===== config.mk =====
export PLATFORM = sky130hd
export DESIGN_NAME = rdset_mark_tracker
export DESIGN_NICKNAME = d
export VERILOG_FILES = /design/src/rtl/rmt_pkg.sv /design/src/rtl/rmt_tag_match.sv /design/src/rtl/rmt_rr_victim.sv /design/src/rtl/rdset_mark_tracker.sv
export SDC_FILE = /design/constraint.sdc
export NUM_CORES = 1
export LEC_CHECK = 0
export CAP_MARGIN = 20
export CORE_MARGIN = 5
export CORE_UTILIZATION = 46
export DETAILED_ROUTE_END_ITERATION = 16
export HOLD_SLACK_MARGIN = 0.12
export SLEW_MARGIN = 5
export SYNTH_ARGS = -nofsm -noshare
export SYNTH_HDL_FRONTEND = slang
export SYNTH_SLANG_ARGS = --single-unit

===== constraint.sdc =====
create_clock -name clk -period 3.21 [get_ports clk]
set_input_delay 0.4815 -clock clk [delete_from_list [all_inputs] [get_ports clk]]
set_output_delay 0.4815 -clock clk [all_outputs]
set_load 0.01 [all_outputs]

===== src/rtl/rmt_pkg.sv =====
package rmt_pkg;
  // One-cycle response: strobe plus a single result bit
  typedef struct packed {
    logic done;
    logic bit_out;
  } rmt_resp_t;
endpackage


===== src/rtl/rmt_tag_match.sv =====
module rmt_tag_match #(
  parameter int BLOCK_W = 26,
  parameter int ENTRIES = 16
) (
  input  logic [BLOCK_W-1:0] tags [ENTRIES],
  input  logic [ENTRIES-1:0] valid,
  input  logic [BLOCK_W-1:0] key,
  output logic [ENTRIES-1:0] match
);
  for (genvar i = 0; i < ENTRIES; i++) begin : g_cmp
    assign match[i] = valid[i] && (tags[i] == key);
  end
endmodule


===== src/rtl/rmt_rr_victim.sv =====
module rmt_rr_victim #(
  parameter int ENTRIES = 16,
  localparam int IDX_W = (ENTRIES > 1) ? $clog2(ENTRIES) : 1
) (
  input  logic             clk,
  input  logic             rst,
  input  logic             advance,
  output logic [IDX_W-1:0] ptr
);
  logic [IDX_W-1:0] ptr_q;

  always_ff @(posedge clk) begin
    if (rst) ptr_q <= '0;
    else if (advance) ptr_q <= (ptr_q == IDX_W'(ENTRIES - 1)) ? '0 : ptr_q + 1'b1;
  end

  assign ptr = ptr_q;

  p_ptr_in_range_r6: assert property (@(posedge clk) disable iff (rst)
    32'(ptr_q) < ENTRIES);
endmodule


===== src/rtl/rdset_mark_tracker.sv =====
module rdset_mark_tracker
  import rmt_pkg::*;
#(
  parameter int BLOCK_W = 26,
  parameter int ENTRIES = 16
) (
  input  logic               clk,
  input  logic               rst,
  input  logic               chk_valid,
  input  logic [BLOCK_W-1:0] chk_block,
  output logic               chk_done,
  output logic               chk_was_marked,
  input  logic               snoop_valid,
  input  logic [BLOCK_W-1:0] snoop_block,
  input  logic               ctx_switch,
  input  logic               clear,
  input  logic               query_valid,
  output logic               query_done,
  output logic               query_lost
);
  localparam int IDX_W = (ENTRIES > 1) ? $clog2(ENTRIES) : 1;

  logic [BLOCK_W-1:0] tag_q [ENTRIES];
  logic [ENTRIES-1:0] vld_q, mark_q;
  logic               lost_q;
  rmt_resp_t          chk_resp_q, qry_resp_q;

  logic [ENTRIES-1:0] chk_match, snp_match, snp_hit, victim_oh;
  logic [IDX_W-1:0]   victim;
  logic               same_blk, chk_eff, chk_hit, alloc;
  logic               was_marked_c, snoop_loss, evict_loss;

  rmt_tag_match #(.BLOCK_W(BLOCK_W), .ENTRIES(ENTRIES)) u_chk_match (
    .tags(tag_q), .valid(vld_q), .key(chk_block), .match(chk_match));

  rmt_tag_match #(.BLOCK_W(BLOCK_W), .ENTRIES(ENTRIES)) u_snp_match (
    .tags(tag_q), .valid(vld_q), .key(snoop_block), .match(snp_match));

  rmt_rr_victim #(.ENTRIES(ENTRIES)) u_rr (
    .clk(clk), .rst(rst), .advance(alloc), .ptr(victim));

  // A check colliding with clear, a context switch or a same-block snoop does nothing
  assign same_blk     = chk_valid && snoop_valid && (chk_block == snoop_block);
  assign chk_eff      = chk_valid && !clear && !ctx_switch && !same_blk;
  assign chk_hit      = |chk_match;
  assign alloc        = chk_eff && !chk_hit;
  assign snp_hit      = snp_match & {ENTRIES{snoop_valid}};
  assign was_marked_c = chk_eff && |(chk_match & mark_q);
  assign snoop_loss   = |(snp_hit & mark_q);
  assign evict_loss   = |(victim_oh & mark_q);

  always_comb begin
    victim_oh = '0;
    if (alloc) victim_oh[victim] = 1'b1;
  end

  // Tag store: written only on allocation, no reset
  always_ff @(posedge clk) begin
    for (int i = 0; i < ENTRIES; i++)
      if (victim_oh[i]) tag_q[i] <= chk_block;
  end

  always_ff @(posedge clk) begin
    if (rst) begin
      vld_q  <= '0;
      mark_q <= '0;
      lost_q <= 1'b0;
    end else begin
      for (int i = 0; i < ENTRIES; i++) begin
        if (victim_oh[i])     vld_q[i] <= 1'b1;
        else if (snp_hit[i])  vld_q[i] <= 1'b0;

        if (clear || ctx_switch)                mark_q[i] <= 1'b0;
        else if (victim_oh[i])                  mark_q[i] <= 1'b1;
        else if (chk_eff && chk_match[i])       mark_q[i] <= 1'b1;
        else if (snp_hit[i])                    mark_q[i] <= 1'b0;
      end
      if (clear) lost_q <= 1'b0;
      else if (ctx_switch || snoop_loss || evict_loss) lost_q <= 1'b1;
    end
  end

  always_ff @(posedge clk) begin
    if (rst) begin
      chk_resp_q <= '0;
      qry_resp_q <= '0;
    end else begin
      chk_resp_q <= '{done: chk_valid, bit_out: was_marked_c};
      qry_resp_q <= '{done: query_valid, bit_out: query_valid && lost_q};
    end
  end

  assign chk_done       = chk_resp_q.done;
  assign chk_was_marked = chk_resp_q.bit_out;
  assign query_done     = qry_resp_q.done;
  assign query_lost     = qry_resp_q.bit_out;

  p_resp_next_cycle_r3: assert property (@(posedge clk) disable iff (rst)
    chk_valid |=> chk_done);
  p_unique_tags_r6: assert property (@(posedge clk) disable iff (rst)
    $onehot0(chk_match));
  p_mark_implies_valid_r4: assert property (@(posedge clk) disable iff (rst)
    (mark_q & ~vld_q) == '0);
  p_clear_wipes_r10: assert property (@(posedge clk) disable iff (rst)
    clear |=> (!lost_q && $countones(mark_q) == 0));
  p_ctx_wipes_r9: assert property (@(posedge clk) disable iff (rst)
    (ctx_switch && !clear) |=> (lost_q && $countones(mark_q) == 0));
  p_lost_sticky_r8: assert property (@(posedge clk) disable iff (rst)
    (lost_q && !clear) |=> lost_q);
  p_query_old_value_r7: assert property (@(posedge clk) disable iff (rst)
    query_valid |=> (query_done && query_lost == $past(lost_q)));
endmodule


Word-level counts from Yosys, hierarchy flattened
Index checks and enable logic that the tools add are counted.

Logic and storage cells: 265. Output and inout port bits: 4. Input bits: 59. Register bits: 457.

Add/sub/neg operators: 1. Bitwise logic cells: 4. Eq/ne operators: 34. Reduce and logical (&&, ||, !) cells: 102. Order comparisons: 2. Muxes and demuxes: 68.

Operators by type and width (number): equality test 26 bit (33); 2-to-1 mux 1 bit (65); AND 16 bit (4); OR reduction 16 bit (4); logical AND 1 bit (57); nonzero test 3 bit (16); nonzero test 2 bit (16); 2-to-1 mux 16 bit (1); less-than comparator 4 x 5 -> 1 bit (second input constant) (1); adder 4 x 1 -> 4 bit (second input constant) (1); demux 1 bit (select 4 bit) (1); equality test 4 bit (second input constant) (1); greater-or-equal comparator 4 x 1 -> 1 bit (second input constant) (1); logical NOT 1 bit (4); 2-to-1 mux 4 bit (1); OR reduction 2 bit (2); logical OR 1 bit (3).

Longest topological paths before layout
Depth in word-level cells: 9. Gate-level depth with buffers: 11. Depth with buffers taken out: 8.

Modules after synthesis
A second synthesis with hierarchy kept.

Cells, all modules: 1949. Area, all modules: 25341.8 um^2.

By module, submodules not included: rdset_mark_tracker (area an instance 14863.0 um^2, cells each 706, seq. area each 13232.7 um^2, times used 1); rmt_tag_match (area an instance 5152.4 um^2, cells each 612, seq. area each 0.0 um^2, times used 2); rmt_rr_victim (area an instance 173.9 um^2, cells each 19, seq. area each 80.1 um^2, times used 1).

Worst setup path after synthesis
OpenSTA, ideal clock, no wires.

Path type: input to register. Start point: input chk_block[24]. End point: register tag_q[156] (netlist name), enable pin. Slack: 0.305 ns. Buffers on the path: 3. Cell stages on the path: 11. Required time: 2.829 ns. Arrival: 2.524 ns. Library setup time: 0.381 ns. Path through: buf_4 > buf_4 > xor2_1 > nor4_1 > and4_1 > nand2_1 > o41ai_4 > nor2_2 > buf_6 > nand4_2 > inv_1.

Word-level cells in the longest chain between the ends: 6. Elaborated cells on any way between the ends: 40. Classes of those cells: eq/ne: 17; mux: 1; reduce/logical: 22.

RTL lines: from (decl) (line rdset_mark_tracker.sv:10) `input logic [BLOCK_W-1:0] chk_block,`; equality test 26 bit, on equally long branches (line rmt_tag_match.sv:11, rdset_mark_tracker.sv:43); logical AND 1 bit, on equally long branches (line rmt_tag_match.sv:11, rdset_mark_tracker.sv:43); OR reduction 16 bit / logical NOT 1 bit (equally long branches) (line rdset_mark_tracker.sv:45, rdset_mark_tracker.sv:44); logical NOT 1 bit / logical AND 1 bit (equally long branches) (line rdset_mark_tracker.sv:46, rdset_mark_tracker.sv:44); logical AND 1 bit * (line rdset_mark_tracker.sv:46) `assign alloc = chk_eff && !chk_hit;`; 2-to-1 mux 16 bit * (line rdset_mark_tracker.sv:54) `if (alloc) victim_oh[victim] = 1'b1;`; via victim_oh[9] (line rdset_mark_tracker.sv:28) `logic [ENTRIES-1:0] chk_match, snp_match, snp_hit, victim_oh;`; to (signal, indexed assignment) (line rdset_mark_tracker.sv:60) `if (victim_oh[i]) tag_q[i] <= chk_block;`; to (decl) (line rdset_mark_tracker.sv:23) `logic [BLOCK_W-1:0] tag_q [ENTRIES];`.

The timed path passes the listed nets; every way through them passes the cells marked *. A chain may end at the register's enable or synchronous reset.

Worst setup path in the final report
Start point: register tag_q[145] (netlist name). End point: register tag_q[117] (netlist name), enable pin.

Word-level cells in the longest chain between the ends: 6.

RTL lines: equality test 26 bit (line rmt_tag_match.sv:11) `assign match[i] = valid[i] && (tags[i] == key);`; logical AND 1 bit (line rmt_tag_match.sv:11); OR reduction 16 bit (line rdset_mark_tracker.sv:45) `assign chk_hit = |chk_match;`; logical NOT 1 bit (line rdset_mark_tracker.sv:46); logical AND 1 bit (line rdset_mark_tracker.sv:46); 2-to-1 mux 16 bit (line rdset_mark_tracker.sv:54); via victim_oh[11] (line rdset_mark_tracker.sv:28).

The timed path passes the listed nets, and every way through them passes these cells.

==> impl_metrics.ini <==
[power_and_ir_drop]
power_internal_mw = 11.0
p_leak_nw = 10.2
powerDensity_mw_per_mm2 = 471
comb_power_share_pct = 12.5
switching_share_pct = 25.4
p_switching_mw = 3.75
max-vdd-ir-drop_v = 0.000429
pwr-share-seq_pct = 44.2
power_frac_clock_pct = 43.3

[timing]
final_hold_viol_count = 0
period_minus_slack_ns = 3.15
clock_skew_ns = 0.0185
grt_setup_unrepaired = false
fin_crit_sh_pct = 98.2
slew_violations = 0
max-slew-margin-rel_pct = 57.9
setup-tns-final_ns = 0
worst_slew_pin_slew_ns = 0.631
fmaxAchievable_ghz = 0.317
final_setup_violation_count = 0

[final_layout]
final_cell_count_no_fill = 3240
final_layout_size_suffix_gt1_share_pct = 17.8
final_core_util_pct = 55.8
nNetsFinal = 2502
area_growth_syn_to_layout_pct = 20.8
fill_cells = 4816

[min_path]
worstHoldPathType = input port to flop

[floorplanning]
initial_core_util_pct = 46.2
placementRows = 87
ioPinCount = 63
die_w_um = 247
placeableCoreArea_sq_mm = 0.0561
fp.dieArea_sq_mm = 0.0612
dieHeight_um = 247

[drt]
vias_per_cell = 6.01
route.detailed.drc = 0
route.detailed.wl_per_inst_um = 31.0
drtIter0Drc = 2673
drt_first_pass_iters = 6
finalWirelength_um = 100000
route.vias.total = 19500
postRouteAntennaNets = 0

[placed_design]
dp_hpwl_um = 69800
buffer_ports.inserted = 62
gp_routability_congestion = 1.00
placedCellCount = 3139

[synthesis]
postSynth.asyncResetShare_pct = 0
netlist_top_cells_count = sky130_fd_sc_hd__xnor2_1, sky130_fd_sc_hd__edfxtp_1, sky130_fd_sc_hd__nand4_1
synth.net_count = 2216
synthMostInstantiatedCell = sky130_fd_sc_hd__xnor2_1
synth_largest_type_area_fraction_pct = 48.2
yosys.area.top_type = sky130_fd_sc_hd__edfxtp_1
netlist_top_cells_area = sky130_fd_sc_hd__edfxtp_1, sky130_fd_sc_hd__xnor2_1, sky130_fd_sc_hd__xor2_1
sequential_element_share_of_the_synthesized_area_pct = 51.4
yosysWarnings = 0
ys.flop_type = sky130_fd_sc_hd__edfxtp_1
number_of_instances_in_the_synthesized_netlist = 2153
post_synth_num_cell_types = 60
mappedNetlistArea_sq_mm = 0.0259
mean_instance_size_in_the_synthesized_netlist_sq_um = 12.0
number_of_flops_mapped_to_enable_cells_by_yosys = 416
register_bit_total_from_synthesis = 457

[clock_tree]
clock-sinks = 457
clkLatencyLatePin_ns = 0.63
root_buffer = sky130_fd_sc_hd__clkbuf_16
cts_inserted_buffers = 53
cts_tree = built
cts_max_path_buffers = 3
clkTransAtPathRegs_ns = 0.06
clock_tree.htree_level_count = 2
post_cts.repair.setup_buffers = 0

[critical_path]
timing.critical_path.cells = xnor2_1 -> nand2_1 -> or3b_1 -> or4b_1 -> nand4_1 -> nor3_2 -> buf_12 -> nand3_1 -> inv_1 -> buf_12
required_ns = 3.58
setup.worst_path.start_class = flop
cp.buffers_inverters = 3
timing.critical_path.fanout_max = 26
critical-path-top-cell-by-count = sky130_fd_sc_hd__buf_12
cp.arrival_ns = 3.53
worst_path_dominant_cell_family = simple AND/OR/NAND/NOR gates
kind_of_critical_path = flop to flop
cpPeakStageDelay_ns = 0.64
endpoint_kind = flop
slowest_stage_cell_crit_path = sky130_fd_sc_hd__or4b_1

[run]
max_cap_violations = 0

[global_route]
grt_use_total_pct = 32.4
first_global_vias = 19300
grt.overflow.total = 0
pin_count_of_the_biggest_net_entering_global_routing = 27
number_of_antenna_violations_at_the_first_check_in_global_routing = 2
grt_first_pass_wirelength_um = 141000

[outcome]
run_status = finished clean
==> metrics by stage <==
stage,power [mW],worst slack [ns],cell area (sq um),hold WS (ns)
global placement,8.44,-0.279,29500,0.505
floorplan,7.53,0.305,25900,0.431
detailed placement,8.44,-0.334,29500,0.500
global route,15.1,0.00796,31300,0.167
CTS,14.8,0.0665,31300,0.156
finish,14.7,0.0572,31300,0.174
==> worst register-to-register path, stage by stage, from the launching register on <==
cell,delay (ns)
sky130_fd_sc_hd__edfxtp_1,0.43
sky130_fd_sc_hd__xnor2_1,0.25
sky130_fd_sc_hd__nand2_1,0.08
sky130_fd_sc_hd__or3b_1,0.38
sky130_fd_sc_hd__or4b_1,0.64
sky130_fd_sc_hd__nand4_1,0.26
sky130_fd_sc_hd__nor3_2,0.08
sky130_fd_sc_hd__buf_12,0.16
sky130_fd_sc_hd__nand3_1,0.28
sky130_fd_sc_hd__inv_1,0.14
sky130_fd_sc_hd__buf_12,0.19
==> power groups by stage <==
stage | combinational, mW | sequential [mW] | clock, mW
2_1_floorplan | 0.887 | 6.64 | 0
3_3_place_gp | 1.80 | 6.64 | 0
3_5_place_dp | 1.79 | 6.64 | 0
4_1_cts | 1.80 | 6.52 | 6.45
5_1_grt | 1.89 | 6.52 | 6.72
6_report | 1.84 | 6.52 | 6.39
==> routing by layer <==
layer  global-route usage [%]  vias to the layer above  part of all wire (%)
met2                     50.1                     1086                    44
met5                        0                        -                     0
met4                     11.6                        0                   4.2
met3                     6.39                      228                   9.1
met1                     45.8                     9784                    43
li1                         -                     8374                     -
==> logic make-up after synthesis <==
group / count (synthesis) / share of synthesized area, %
xor+xnor: 849 / 28.7
simple gates: 590 / 13.5
flops: 457 / 51.4
buf+inv: 160 / 3.68
compound gates: 91 / 2.39
fa+ha+maj: 4 / 0.193
mux: 2 / 0.130
==> area by class of cell <==
type | count | area [sq um] | share of cell area, %
multi-input cells | 1536 | 11700 | 37.2
flip-flops and latches | 457 | 13300 | 42.5
clock buffers | 66 | 1470 | 4.69
repair buffers | 348 | 3410 | 10.9
diodes | 1 | 2.50 | 0.00799
clock inverters | 33 | 343 | 1.10
inverters | 43 | 161 | 0.516
well taps | 756 | 946 | 3.02
==> registers in the layout (all words and copies together), names as in the netlist <==
register and cells:
vld_q 16, lost_q 1, query_done 1, query_lost 1, chk_was_marked 1, mark_q 16
u_rr.ptr 4, tag_q 416, chk_done 1
==> final timing paths <==
check / start / to / slack, ns / cells past startpoint
worst max-delay path: tag_q[145]$_DFFE_PP_ / tag_q[117]$_DFFE_PP_ / 0.06 / 10
worst min-delay path: chk_block[3] / tag_q[315]$_DFFE_PP_ / 0.17 / 1
worst max register to register: tag_q[145]$_DFFE_PP_ / tag_q[117]$_DFFE_PP_ / 0.06 / 10
worst min register to register: vld_q[14]$_SDFFE_PP0P_ / vld_q[14]$_SDFFE_PP0P_ / 0.52 / 2
==> cells in the final DEF, fill, tap and decap left out, types with 13 or more instances in the layout <==
| cell | synthesis | layout |
|---|---|---|
| sky130_fd_sc_hd__xnor2_1 | 612 | 611 |
| sky130_fd_sc_hd__edfxtp_1 | 416 | 416 |
| sky130_fd_sc_hd__nand4_1 | 246 | 246 |
| sky130_fd_sc_hd__xor2_1 | 237 | 237 |
| sky130_fd_sc_hd__buf_4 | 33 | 213 |
| sky130_fd_sc_hd__nor4_1 | 72 | 72 |
| sky130_fd_sc_hd__buf_12 | 0 | 72 |
| sky130_fd_sc_hd__nor2_1 | 65 | 65 |
| sky130_fd_sc_hd__clkbuf_16 | 0 | 56 |
| sky130_fd_sc_hd__buf_2 | 54 | 52 |
| sky130_fd_sc_hd__inv_1 | 43 | 43 |
| sky130_fd_sc_hd__nor3_1 | 43 | 42 |
| sky130_fd_sc_hd__dfxtp_1 | 41 | 41 |
| sky130_fd_sc_hd__nand2_1 | 39 | 39 |
| sky130_fd_sc_hd__nand3_1 | 38 | 38 |
| sky130_fd_sc_hd__a21oi_1 | 35 | 35 |
| sky130_fd_sc_hd__o22ai_1 | 17 | 17 |
| sky130_fd_sc_hd__clkinv_2 | 0 | 16 |
| sky130_fd_sc_hd__or4_1 | 13 | 13 |
==> repair_timing <==
action                                  4_1_cts  5_1_grt
gates resized for setup                       0        1
hold buffers                                  1        0
hold endpoints to repair                      1        0
endpoints found under the setup margin        0       26
Power figures use the tool's default switching activity.
